File: config.mk
export PLATFORM = sky130hd
export DESIGN_NAME = sram_width_adapter
export DESIGN_NICKNAME = d
export VERILOG_FILES = /design/src/rtl/sram_adapt_pkg.sv /design/src/rtl/bank_decoder.sv /design/src/rtl/cycle_sequencer.sv /design/src/rtl/lane_gen.sv /design/src/rtl/read_assembler.sv /design/src/rtl/sram_width_adapter.sv
export SDC_FILE = /design/constraint.sdc
export NUM_CORES = 1
export LEC_CHECK = 0
export BUFFER_PORTS_ARGS = -buffer_cell sky130_fd_sc_hd__clkbuf_2
export CORE_MARGIN = 2
export CORE_UTILIZATION = 46
export DETAILED_ROUTE_END_ITERATION = 8
export PLACE_DENSITY = 0.74
export SLEW_MARGIN = 20
export SYNTH_ARGS = -nofsm -noshare
export SYNTH_HDL_FRONTEND = slang
export SYNTH_HIERARCHICAL = 1
export SYNTH_SLANG_ARGS = --single-unit
export TNS_END_PERCENT = 10
File: constraint.sdc
create_clock -name clk -period 1.7 [get_ports clk]
set_input_delay 0 -clock clk [delete_from_list [all_inputs] [get_ports clk]]
set_output_delay 0 -clock clk [all_outputs]
set_load 0.005 [all_outputs]
File: src/rtl/sram_adapt_pkg.sv
package sram_adapt_pkg;

  typedef enum logic [1:0] {
    ST_IDLE = 2'd0,
    ST_RUN  = 2'd1,
    ST_DONE = 2'd2
  } seq_state_e;

  // Byte lanes touched by an access; bit k stands for address offset k.
  function automatic logic [3:0] lane_mask(input logic [1:0] size, input logic [1:0] a);
    case (size)
      2'd0:    lane_mask = 4'b0001 << a;
      2'd1:    lane_mask = a[1] ? 4'b1100 : 4'b0011;
      default: lane_mask = 4'b1111;
    endcase
  endfunction

  // Active-low enables for the memory cycle covering halfword hsel.
  function automatic logic [1:0] cycle_be_n(input logic [3:0] mask, input logic hsel);
    cycle_be_n = ~{mask[{hsel, 1'b0}], mask[{hsel, 1'b1}]};
  endfunction

  // Halfword of the bus word carried by the memory cycle hsel.
  function automatic logic [15:0] cycle_data(input logic [31:0] w, input logic hsel);
    cycle_data = hsel ? w[15:0] : w[31:16];
  endfunction

  function automatic logic in_window(input logic [31:0] addr, input logic [31:0] base,
                                     input logic [4:0] asz);
    logic [31:0] keep;
    keep = ~((32'h1 << asz) - 32'h1);
    in_window = (addr & keep) == (base & keep);
  endfunction

endpackage

File: src/rtl/bank_decoder.sv
module bank_decoder
  import sram_adapt_pkg::*;
#(
  parameter int NBANK = 4,
  parameter int BW = 2,
  parameter int MEM_AW = 22,
  parameter logic [NBANK-1:0][31:0] BASE = '0,
  parameter logic [NBANK-1:0][4:0]  ASZ  = '0,
  parameter logic [NBANK-1:0]       MATCH = '0
) (
  input  logic [31:0]       addr,
  output logic              hit,
  output logic [BW-1:0]     idx,
  output logic              matched,
  output logic [MEM_AW-1:0] hw_off
);
  logic [NBANK-1:0]             hit_vec;
  logic [NBANK-1:0][MEM_AW-1:0] off_vec;

  for (genvar gi = 0; gi < NBANK; gi++) begin : g_win
    assign hit_vec[gi] = in_window(addr, BASE[gi], ASZ[gi]);
    assign off_vec[gi] = MEM_AW'((addr & ((32'h1 << ASZ[gi]) - 32'h1)) >> 1);
  end

  // Lowest numbered bank wins on overlap.
  always_comb begin
    hit = 1'b0;
    idx = '0;
    matched = 1'b0;
    hw_off = '0;
    for (int i = NBANK - 1; i >= 0; i--) begin
      if (hit_vec[i]) begin
        hit = 1'b1;
        idx = BW'(i);
        matched = MATCH[i];
        hw_off = off_vec[i];
      end
    end
  end
endmodule

File: src/rtl/cycle_sequencer.sv
module cycle_sequencer
  import sram_adapt_pkg::*;
#(
  parameter int WAIT_CYC = 3,
  parameter int BW = 2
) (
  input  logic          clk,
  input  logic          rst_n,
  input  logic          req,
  input  logic          hit,
  input  logic          matched,
  input  logic [BW-1:0] idx,
  input  logic          we,
  output logic          accept,
  output logic          busy,
  output logic          cyc,
  output logic          last_clk,
  output logic          cycle_end,
  output logic          done,
  output logic          err,
  output logic          matched_q,
  output logic          we_q,
  output logic [BW-1:0] bank_q
);
  localparam int WCW = (WAIT_CYC > 1) ? $clog2(WAIT_CYC) : 1;
  localparam logic [WCW-1:0] WLAST = WCW'(WAIT_CYC - 1);

  seq_state_e     state;
  logic [WCW-1:0] wcnt;
  logic           err_q;

  assign accept    = (state == ST_IDLE) && req;
  assign busy      = (state == ST_RUN);
  assign last_clk  = busy && (wcnt == WLAST);
  assign cycle_end = last_clk;
  assign done      = (state == ST_DONE);
  assign err       = done && err_q;

  always_ff @(posedge clk or negedge rst_n) begin
    if (!rst_n) begin
      state <= ST_IDLE;
      wcnt <= '0;
      cyc <= 1'b0;
      err_q <= 1'b0;
      matched_q <= 1'b0;
      we_q <= 1'b0;
      bank_q <= '0;
    end else begin
      case (state)
        ST_IDLE: begin
          if (req) begin
            wcnt <= '0;
            cyc <= 1'b0;
            err_q <= !hit;
            matched_q <= matched;
            we_q <= we;
            bank_q <= idx;
            state <= hit ? ST_RUN : ST_DONE;
          end
        end
        ST_RUN: begin
          if (wcnt == WLAST) begin
            wcnt <= '0;
            if (matched_q && !cyc) cyc <= 1'b1;
            else state <= ST_DONE;
          end else begin
            wcnt <= wcnt + 1'b1;
          end
        end
        default: state <= ST_IDLE;
      endcase
    end
  end
endmodule

File: src/rtl/lane_gen.sv
module lane_gen
  import sram_adapt_pkg::*;
(
  input  logic        active,
  input  logic        we,
  input  logic        hsel,
  input  logic [3:0]  mask,
  input  logic [31:0] wdata,
  output logic [1:0]  be_n,
  output logic [15:0] dout
);
  always_comb begin
    if (!active)  be_n = 2'b11;
    else if (!we) be_n = 2'b00;
    else          be_n = cycle_be_n(mask, hsel);
  end
  assign dout = cycle_data(wdata, hsel);
endmodule

File: src/rtl/read_assembler.sv
module read_assembler (
  input  logic        clk,
  input  logic        rst_n,
  input  logic        cap,
  input  logic        matched,
  input  logic        hsel,
  input  logic [15:0] din,
  output logic [31:0] rdata
);
  logic [15:0] hi_q, lo_q;

  always_ff @(posedge clk or negedge rst_n) begin
    if (!rst_n) begin
      hi_q <= '0;
      lo_q <= '0;
    end else if (cap) begin
      if (!matched) begin
        hi_q <= din;
        lo_q <= din;
      end else if (hsel) begin
        lo_q <= din;
      end else begin
        hi_q <= din;
      end
    end
  end
  assign rdata = {hi_q, lo_q};
endmodule

File: src/rtl/sram_width_adapter.sv
module sram_width_adapter
  import sram_adapt_pkg::*;
#(
  parameter int NBANK = 4,
  parameter int MEM_AW = 22,
  parameter int WAIT_CYC = 3,
  parameter logic [NBANK-1:0][31:0] BANK_BASE =
    {32'hFF80_0000, 32'hFF00_0000, 32'h8020_0000, 32'h8000_0000},
  parameter logic [NBANK-1:0][4:0] BANK_ASZ = {5'd23, 5'd23, 5'd21, 5'd21},
  parameter logic [NBANK-1:0] BANK_MATCH = 4'b0011
) (
  input  logic              clk,
  input  logic              rst_n,
  input  logic              bus_req,
  input  logic              bus_we,
  input  logic [1:0]        bus_size,
  input  logic [31:0]       bus_addr,
  input  logic [31:0]       bus_wdata,
  output logic              bus_ack,
  output logic              bus_err,
  output logic [31:0]       bus_rdata,
  output logic [NBANK-1:0]  mem_ce_n,
  output logic              mem_we_n,
  output logic              mem_oe_n,
  output logic [1:0]        mem_be_n,
  output logic [MEM_AW-1:0] mem_addr,
  output logic [15:0]       mem_dout,
  output logic              mem_dq_en,
  input  logic [15:0]       mem_din
);
  localparam int BW = (NBANK > 1) ? $clog2(NBANK) : 1;

  // Named internal events, also observed by the checker.
  logic              dec_hit, dec_matched;
  logic [BW-1:0]     dec_idx;
  logic [MEM_AW-1:0] dec_hw_off;
  logic              seq_accept, seq_busy, seq_cyc, seq_last_clk, seq_cycle_end;
  logic              seq_done, seq_err, seq_matched, seq_we;
  logic [BW-1:0]     seq_bank;
  logic              seq_hsel;

  logic [MEM_AW-1:0] hw_off_q;
  logic              a1_q;
  logic [3:0]        mask_q;
  logic [31:0]       wdata_q;

  bank_decoder #(
    .NBANK(NBANK), .BW(BW), .MEM_AW(MEM_AW),
    .BASE(BANK_BASE), .ASZ(BANK_ASZ), .MATCH(BANK_MATCH)
  ) u_dec (
    .addr(bus_addr), .hit(dec_hit), .idx(dec_idx),
    .matched(dec_matched), .hw_off(dec_hw_off)
  );

  cycle_sequencer #(.WAIT_CYC(WAIT_CYC), .BW(BW)) u_seq (
    .clk(clk), .rst_n(rst_n), .req(bus_req), .hit(dec_hit),
    .matched(dec_matched), .idx(dec_idx), .we(bus_we),
    .accept(seq_accept), .busy(seq_busy), .cyc(seq_cyc),
    .last_clk(seq_last_clk), .cycle_end(seq_cycle_end), .done(seq_done),
    .err(seq_err), .matched_q(seq_matched), .we_q(seq_we), .bank_q(seq_bank)
  );

  always_ff @(posedge clk or negedge rst_n) begin
    if (!rst_n) begin
      hw_off_q <= '0;
      a1_q <= 1'b0;
      mask_q <= '0;
      wdata_q <= '0;
    end else if (seq_accept) begin
      hw_off_q <= dec_hw_off;
      a1_q <= bus_addr[1];
      mask_q <= lane_mask(bus_size, bus_addr[1:0]);
      wdata_q <= bus_wdata;
    end
  end

  // Matched banks step through both halves; others use the addressed one.
  assign seq_hsel = seq_matched ? seq_cyc : a1_q;
  assign mem_addr = seq_matched ? {hw_off_q[MEM_AW-1:1], seq_cyc} : hw_off_q;

  lane_gen u_lane (
    .active(seq_busy), .we(seq_we), .hsel(seq_hsel), .mask(mask_q),
    .wdata(wdata_q), .be_n(mem_be_n), .dout(mem_dout)
  );

  read_assembler u_rd (
    .clk(clk), .rst_n(rst_n), .cap(seq_cycle_end && !seq_we),
    .matched(seq_matched), .hsel(seq_hsel), .din(mem_din), .rdata(bus_rdata)
  );

  assign mem_ce_n  = ~(seq_busy ? (NBANK'(1) << seq_bank) : NBANK'(0));
  assign mem_we_n  = ~(seq_busy && seq_we && !seq_last_clk);
  assign mem_oe_n  = ~(seq_busy && !seq_we);
  assign mem_dq_en = seq_busy && seq_we;
  assign bus_ack   = seq_done;
  assign bus_err   = seq_err;
endmodule

# == After elaboration in Yosys (flattened, before gate mapping) ==
# Cells that the tools add are included.
# W data, S select, Z words.
# totals
reg_bits,101
inputBits,86
output_inout_bits,81
wordCells,99
# op_classes
n_addsub,1
n_lt_le_gt_ge,2
n_eq_ne,14
shifts,2
mux,42
bitwise,4
n_reduce_logical,21
# ops
op,n
$mux W22,4
$mux W16,5
$mux W2,12
$eq A11 B11 Y1 const B,2
$eq A9 B9 Y1 const B,2
$mux W1,15
$logic_and A1 B1 Y1,8
$mux W4,2
$pmux W2 S2,2
$pmux W4 S2,1
$reduce_and A2 Y1,4
$shl A1 B2 Y4 const A,2
$lt A2 B3 Y1 const B,2
$ne A2 B1 Y1 const B,3
$ne A2 B2 Y1 const B,3
$eq A2 B1 Y1 const B,2
$eq A2 B2 Y1 const B,2
$logic_not A1 Y1,4
$logic_not A2 Y1,2
$not A4 Y4,1
$reduce_and A4 Y1,1
$reduce_and A3 Y1,1
$add A2 B1 Y2 const B,1
$not A1 Y1,2
other kinds (3),3

# == Longest topological paths before layout ==
# Gate-level depths: netlist of the first run.
# depth
word_depth,8
ltp_mapped,8
mapped_depth_nobuf,6

# == By module ==
# Netlist of the first run, hierarchy kept.
# by_module_without_submodules
module,instances,cells_each,area_each_um2,seq_area_each_um2
sram_width_adapter,1,171,2715.1,1476.4
read_assembler,1,69,1268.7,800.8
cycle_sequencer,1,45,446.7,250.2
bank_decoder,1,40,337.8,0.0
lane_gen,1,23,300.3,0.0

# == Least setup slack after synthesis of the first run ==
# OpenSTA, ideal clock, no wires.
# synth_timing
path_kind,register to register
start,reg u_seq.state[1]
end,reg u_rd.hi_q[0]
setup_time_ns,0.125
t_arrival_ns,1.763
required_ns,1.575
slack_ns,-0.188
path_stages_with_launch,7
n_path_buf,1
synth_period_minus_slack_ns,1.888
cell_sequence,dfrtp_1 -> nand2b_1 -> nor2_1 -> nor2b_1 -> a21boi_4 -> buf_6 -> mux2_2
# synth_via
elab_chain_len,4
# synth_lines
item,line,source
"start, declared",cycle_sequencer.sv:28,seq_state_e state;
"start signal, assigned",cycle_sequencer.sv:58,state <= hit ? ST_RUN : ST_DONE;
$eq A2 B1 Y1,cycle_sequencer.sv:33,assign busy = (state == ST_RUN);
$logic_and A1 B1 Y1,cycle_sequencer.sv:34,assign last_clk = busy && (wcnt == WLAST);
named net seq_cycle_end,sram_width_adapter.sv:37,"logic seq_accept, seq_busy, seq_cyc, seq_last_clk, seq_cycle_end;"
$logic_and A1 B1 Y1,sram_width_adapter.sv:87,".clk(clk), .rst_n(rst_n), .cap(seq_cycle_end && !seq_we),"
$reduce_and A2 Y1 (no line),n/a,
"end signal, assigned",read_assembler.sv:18,hi_q <= din;
"end signal, assigned",read_assembler.sv:23,hi_q <= din;
"end, declared",read_assembler.sv:10,"logic [15:0] hi_q, lo_q;"
# The timed path passes the listed nets, and every way through them passes these cells.
# A chain may end at the register's enable or synchronous reset.

# == Worst setup path in the final report of the first run ==
# layout_timing
start,reg u_seq.matched_q
end,reg u_rd.hi_q[5]
# layout_via
elab_chain_len,3
word_cells_on_any_way,4
cone_classes,1 x eq/ne; 2 x mux; 1 x reduce/logical
# layout_lines
item,line,source
"start, declared",cycle_sequencer.sv:21,"output logic matched_q,"
"start signal, assigned",cycle_sequencer.sv:55,matched_q <= matched;
$mux W1,sram_width_adapter.sv:78,assign seq_hsel = seq_matched ? seq_cyc : a1_q;
named net seq_hsel,sram_width_adapter.sv:40,logic seq_hsel;
$ne A2 B2 Y1 (no line),n/a,
$reduce_and A2 Y1 (no line),n/a,
# The timed path passes the listed nets, and every way through them passes these cells.

==> results by group, run 1 <==
Clocking
  – Worst-case clock buffer depth: 2
  – H-Tree Depth: 3
  – CTS tree: built
  – Worst skew pair latency: 0.37 ns
  – Worst-path clk slew: 0.09 ns
  – Clock Root Buffer: clkbuf_8
  – Clock sink total: 101
  – TritonCTS buffer count: 9

Pwr
  – Leak: 0.00362 µW
  – Power Dens Cells: 734 mW/mm²
  – Peak supply drop: 0.568 mV

Synthesis
  – Synth Area in Simple Gates: 0.0489
  – Distinct cells, synth: 37
  – Post-synthesis cell count: 348
  – Top FF cell, synth: dfrtp_1
  – Cell taking the most area after synthesis: dfrtp_1
  – Post-synth EDFFs: 0
  – Synth warn: 6
  – Net count after synthesis: 434
  – Area fraction of the dominant cell type after synthesis: 0.499
  – Synthesized area per cell: 14.6 µm²
  – Top post-synthesis cells by count: dfrtp_1 (101), mux2_4 (73), mux2_2 (31), buf_4 (24), nand2_1 (18)
  – Register area share after synthesis: 0.499
  – XOR/XNOR Fraction of Synth Area: 0
  – Most area-consuming cells after synthesis: dfrtp_1 (50%), mux2_4 (22%), mux2_2 (6.9%)
  – Adder-cell share of the synthesized area: 0
  – Most frequent cell after synthesis: dfrtp_1
  – Asr flop ratio synth: 1.00
  – Compound-Gate Fraction of Synth Area: 0.0773
  – Post-synthesis mux area share: 0.285
  – Combinational family with the most area after synthesis: multiplexers
  – Yosys reg bits: 101
  – Syn Std Cell Area: 0.00507 mm²

Route
  – Vias per cell: 4.93
  – Routed wire per std cell: 15.9 µm
  – Initial DRC Count: 165
  – Detailed-route via count: 3602
  – Drt drc: 0
  – Drt first pass iters: 4
  – WL final: 11600 µm
  – DRT antenna net count: 0

Global route
  – Antenna violations before repair: 0
  – Largest net degree at the start of global routing: 49
  – Gr usage total: 0.198
  – Grt ovf: 0
  – First-pass GRT wire length: 18100 µm
  – Vias in the first global route: 3847

STA
  – Fmax: 580 MHz
  – Least-Margin Pin Slew: 0.648 ns
  – Final hold vios: 0
  – Final WS setup: -0.0235 ns
  – Slew Viols, Final: 0
  – Final Critical Period: 1.72 ns
  – RSZ-0062 raised after global routing: yes
  – Slew margin rel.: 0.568
  – Hold Slack: 0.0257 ns
  – Final Setup Violations: 9
  – Fin crit share: 1.01
  – Clock Skews: 0.0107 ns

Critical path
  – Worst Path Class, Setup: reg -> reg
  – Arrival @ worst endpoint: 1.98 ns
  – Worst Path Required: 1.95 ns
  – Critical path peak fanout: 16
  – Critical Path Sink Type: flop
  – Startpoint Class: flop

Finish
  – FILL cells: 765
  – Ant. Diodes: 0
  – Sequential cell area: 0.00253 mm²
  – Share of layout cells above drive strength 1: 0.579
  – Multi-input combinational cell area: 0.00220 mm²
  – Layout Nets: 673
  – Post-route design area: 0.00705 mm²
  – Layout area overhead: 39.1%
  – Final cell count without fillers: 731

Placement
  – Gpl congestion: 0.718
  – Area after DPL: 0.00592 mm²
  – Detail Placement HPWL: 7490 µm
  – Placed insts: 634
  – PortBufs: 166

Status
  – Violated checks: setup timing
  – Status: complete, but fails checks

Worst hold path
  – Worst Hold Class: in -> reg

Floorplanning
  – Die width: 109 µm
  – Starting density of the core: 0.470
  – Die height: 109 µm
  – Num ports: 167
  – FP Rows: 38
  – Die Area: 0.0119 mm²
  – Core Region: 0.0108 mm²

Job
  – Max_cap viols: 0
==> kinds of logic (layout without fill, tap and decap cells) <==
| logic type | after synthesis | count (layout) |
|---|---|---|
| multiplexers | 104 | 104 |
| flip-flops | 101 | 101 |
| buffers and inverters | 53 | 296 |
| AND/OR/NAND/NOR | 48 | 48 |
| AO/OA/AOI/OAI | 42 | 42 |
==> through the flow <==
stage	total power [µW]	util	setup TNS, ns	setup slack, ns
after floorplan	3280	-	-1.37	-0.0272
after detailed placement	3620	0.549	-0.338	-0.0663
after global placement	3590	0.549	-0.174	-0.0297
final	5180	0.653	-0.0795	-0.0235
after CTS	5200	0.644	-1.02	-0.0869
after global routing	5430	0.653	-2.09	-0.106
==> registers in the layout (all words and copies together), names as in the netlist, 2 cells and up <==
name	flops
wdata_q	32
hw_off_q	22
mask_q	4
u_rd/hi_q	16
u_rd/lo_q	16
u_seq/bank_q	2
u_seq/wcnt	2
u_seq/state	2
==> final timing paths <==
kind / slack [ns] / startpoint / endpoint / depth (start not counted)
worst max-delay path: -0.02 / u_seq/matched_q$_DFFE_PN0P_ / u_rd/hi_q[5]$_DFFE_PN0P_ / 7
worst min-delay path: 0.03 / bus_addr[5] / hw_off_q[4]$_DFFE_PN0P_ / 3
worst max register to register: -0.02 / u_seq/matched_q$_DFFE_PN0P_ / u_rd/hi_q[5]$_DFFE_PN0P_ / 7
worst min register to register: 0.50 / u_seq/err_q$_DFFE_PN0P_ / u_seq/err_q$_DFFE_PN0P_ / 2
max in group asynchronous: 0.91 / rst_n / u_rd/hi_q[6]$_DFFE_PN0P_ / 3
min in group asynchronous: 0.19 / rst_n / wdata_q[10]$_DFFE_PN0P_ / 2
==> timing repair <==
item / CTS / global route
pin swaps: 2 / 2
hold buffers: 75 / 0
endpoints found under the hold margin: 137 / 0
endpoints found under the setup margin: 35 / 67
cloned: 1 / 0
gates resized for setup: 12 / 23
buffers inserted: 4 / 2
==> area by class of cell <==
| class | count | area share |
|---|---|---|
| Sequential cell | 101 | 0.359 |
| Multi-Input combinational cell | 194 | 0.312 |
| Timing Repair Buffer | 267 | 0.273 |
| Tap cell | 140 | 0.0249 |
| Clock buffer | 13 | 0.0211 |
| Inverter | 14 | 0.00817 |
| Clock inverter | 2 | 0.00142 |
==> power by group <==
part	total (µW)	internal [µW]	switching (µW)
Combinational	1150	747	404
Sequential	2670	2570	105
Clock	1350	563	790
Total	5180	3880	1300
==> placed cells by master (no fill, tap or decap), drive strengths merged, types with 6 or more instances in the layout <==
cell	instances
dfrtp	101
mux2	104
inv	14
buf	30
a21boi	21
o21ai	9
nor2	6
nand2	18
dlygate4sd3	75
clkbuf	175
==> per-layer routing <==
metal | wire (µm) | vias to the layer above | share of wire | GRT usage
met5 | 0 | - | 0 | 0
met4 | 172 | 0 | 0.015 | 0.0687
met3 | 659 | 13 | 0.057 | 0.0502
met2 | 5910 | 122 | 0.51 | 0.347
met1 | 4870 | 1807 | 0.42 | 0.235
li1 | - | 1660 | - | -
==> worst max-delay path: stages (launching register included) <==
cell      delay [ns]
dfrtp_2         0.45
nand2_2         0.11
o21ai_4         0.07
buf_12          0.15
buf_4           0.14
a21boi_4        0.14
buf_12          0.19
mux2_2          0.36
Note: power is estimated with default switching activity, not from simulation.
==> run 2: changes to the inputs <==
Settings changed: ABC_AREA from default to 1, CORE_MARGIN 2 to default.
==> run 2 against run 1 <==
  * Die area fell by 4.8%
  * Critical endpoint is now mem_be_n[1]
  * Maximum frequency rose by 7.4%
  * Highest routed layer unchanged
  * The run now ends clean
  * Flip-flop and latch count did not move
  * Area after synthesis fell by 1.2%
  * Largest power group unchanged
  * Sequential power barely moved
  * Clock-buffer cell count fell by 4
  * Total power fell by 2.7%
  * Critical path depth rose by 1
  * First-iteration DRC count rose by 45%
==> results by group, run 2 <==
STA
  – Final Critical Period: 1.60 ns
  – RSZ-0062 raised after global routing: yes
  – Fin crit share: 0.944
  – Setup TNS Final: 0 ns
  – Clock Skews: 0.00969 ns
  – Least-Margin Pin Slew: 0.604 ns
  – Slew Viols, Final: 0
  – Final Setup Violations: 0
  – Slew margin rel.: 0.597
  – Final hold vios: 0
  – Fmax: 623 MHz

Placement
  – Placed insts: 895
  – Area after DPL: 0.00570 mm²
  – PortBufs: 166
  – Gpl congestion: 0.818
  – Detail Placement HPWL: 8420 µm

Critical path
  – Worst Path Class, Setup: reg -> out
  – Slowest stage delay, CP: 0.46 ns
  – R2r startpoint: u_seq/state[0]$_DFFE_PN0P_
  – Worst Path Required: 1.70 ns
  – Critical path peak fanout: 18
  – Startpoint Class: flop
  – Critical Path Sink: mem_be_n[1]
  – R2r setup slk: 0.20 ns
  – Crit path max-delay family: flip-flops
  – Worst Setup SP: u_seq/matched_q$_DFFE_PN0P_
  – CP Cell Sequence: nand2_2 -> o21ai_4 -> buf_12 -> inv_8 -> nand2_1 -> nand3_1 -> nand2_1 -> clkbuf_2
  – Buf/Inv on CP: 3
  – Highest-delay cell along the critical path: dfrtp_2
  – Crit path depth: 8
  – Reg2reg end: hw_off_q[0]$_DFFE_PN0P_
  – Arrival @ worst endpoint: 1.60 ns
  – Critical Path Sink Type: output pin
  – FF-to-FF path depth: 5
  – Crit-path most repeated cell: nand2_1

Clocking
  – Clock Root Buffer: clkbuf_8
  – Worst-case clock buffer depth: 2
  – TritonCTS buffer count: 9
  – Worst skew pair latency: 0.36 ns
  – H-Tree Depth: 3
  – Worst-path clk slew: 0.10 ns
  – Clock sink total: 101
  – CTS tree: built

Finish
  – Share of layout cells above drive strength 1: 0.282
  – Layout area overhead: 34.5%
  – Final cell count without fillers: 994
  – Max FFs per register: 32
  – Top reg by flops: wdata_q
  – Commonest non-fill, non-tap cell in the layout: nand2_1
  – Layout Nets: 939
  – Post-route design area: 0.00673 mm²
  – Most frequent cells in the layout: nand2_1 (316), clkbuf_2 (165), dfrtp_1 (100)
  – Ant. Diodes: 0
  – Top Registers: wdata_q (32), hw_off_q (22)

Route
  – DRT antenna net count: 0
  – Initial DRC Count: 239
  – Vias per cell: 4.70
  – Detailed-route via count: 4669
  – WL final: 12700 µm
  – Drt first pass iters: 5
  – Routed wire per std cell: 12.8 µm
  – Drt drc: 0

Synthesis
  – Top post-synthesis cells by count: nand2_1 (318), dfrtp_1 (101), inv_1 (45), nand3_1 (41), buf_4 (30)
  – Distinct cells, synth: 24
  – Synth warn: 6
  – Area fraction of the dominant cell type after synthesis: 0.505
  – Cell taking the most area after synthesis: dfrtp_1
  – Syn Std Cell Area: 0.00501 mm²
  – Most frequent cell after synthesis: nand2_1
  – Synthesized area per cell: 7.92 µm²
  – Yosys reg bits: 101
  – Register area share after synthesis: 0.505
  – Top FF cell, synth: dfrtp_1
  – Most area-consuming cells after synthesis: dfrtp_1 (50%), nand2_1 (24%), buf_4 (4.5%)
  – Asr flop ratio synth: 1.00
  – Post-synthesis cell count: 632
  – Post-synth EDFFs: 0
  – Net count after synthesis: 718

Floorplanning
  – Die height: 106 µm
  – Die width: 106 µm
  – FP Rows: 37
  – Num ports: 167
  – Core Region: 0.0104 mm²
  – Starting density of the core: 0.481
  – Die Area: 0.0113 mm²

Global route
  – Antenna violations before repair: 0
  – Vias in the first global route: 4584
  – Grt ovf: 0
  – Gr usage total: 0.233
  – Largest net degree at the start of global routing: 55
  – First-pass GRT wire length: 20900 µm

Pwr
  – Leak: 0.00382 µW
  – Int Pwr: 3580 µW
  – Reg power frac: 0.531
  – Clock share of power: 0.280
  – Logic gate share of total power: 0.189
  – Switch share: 0.289
  – Power Dens Cells: 748 mW/mm²
  – Net Sw Power: 1460 µW
  – Peak supply drop: 0.395 mV
  – Pwr Total: 5030 µW

Status
  – Status: finished clean

Job
  – Max_cap viols: 0

Worst hold path
  – Worst Hold Class: in -> reg
run 2: cell count changes after synthesis, sizes merged, moves of 5 or more:
cell	change
a21oi	+18
nor2	+18
nor2b	-5
nand2	+309
mux2	-104
nand3	+41
inv	+40
buf	+11
nand2b	-5
a21boi	-21
run 2: routing by layer:
layer	share of wire	wire length, µm	up-vias	track usage
met5	0	0	-	0
met4	0.020	253	0	0.0813
met3	0.047	595	23	0.0356
met2	0.50	6380	168	0.409
met1	0.43	5500	2141	0.290
li1	-	-	2337	-
run 2: timing repair:
action / CTS / global route
endpoints found under the hold margin: 194 / 0
buffers inserted: 1 / 3
resized for setup: 2 / 4
pin swaps: 0 / 1
setup endpoints to repair: 2 / 12
hold buffers: 79 / 0
run 2: tightest hold or removal path, cell delays in order:
cell      delay (ns)
clkbuf_2        0.12
nand3_4         0.13
o21ai_0         0.08
run 2: area by class of cell:
| cell class | count | area [µm²] |
|---|---|---|
| Fill cell | 949 | 3680 |
| Sequential cell | 101 | 2530 |
| Multi-Input combinational cell | 429 | 1870 |
| Timing Repair Buffer | 259 | 1770 |
| Inverter | 53 | 216 |
| Tap cell | 136 | 170 |
| Clock buffer | 9 | 124 |
| Clock inverter | 7 | 57.6 |
run 2: power by group through the flow:
| stage | Sequential (µW) | Combinational [µW] | Clock (µW) |
|---|---|---|---|
| after CTS | 2670 | 930 | 1450 |
| after floorplan | 2700 | 437 | 0 |
| after global placement | 2720 | 761 | 0 |
| after detailed placement | 2720 | 783 | 0 |
| final | 2670 | 950 | 1410 |
| after global routing | 2690 | 1070 | 1550 |
run 2: worst min-delay path by stage:
stage                 start                         to  slack [ns]  cells past startpoint
CTS                 bus_req    u_seq/err_q$_DFFE_PN0P_       0.009                      3
global placement      rst_n   u_rd/lo_q[6]$_DFFE_PN0P_       -0.11                      1
floorplan             rst_n           a1_q$_DFFE_PN0P_       -0.30                      0
finish              bus_req    u_seq/err_q$_DFFE_PN0P_        0.02                      3
global route        bus_req    u_seq/err_q$_DFFE_PN0P_        0.04                      3
detailed placement    rst_n  u_rd/lo_q[11]$_DFFE_PN0P_       -0.11                      1
run 2: stage by stage:
| step | utilization | hold slack (ns) | worst slack (ns) |
|---|---|---|---|
| finish | 0.646 | 0.0188 | 0.0958 |
| global route | 0.646 | 0.0369 | -0.0131 |
| CTS | 0.642 | 0.00869 | 0.000654 |
| detailed placement | 0.547 | -0.108 | 0.200 |
| global placement | 0.547 | -0.113 | 0.281 |
| floorplan | - | -0.296 | 0.106 |
run 2: cell families (layout without fill, tap and decap cells):
kind of cell    count (synthesis)  in the layout  synth area share
compound gates                 32             32            0.0470
buf+inv                       102            328             0.126
flops                         101            101             0.505
simple gates                  397            397             0.322
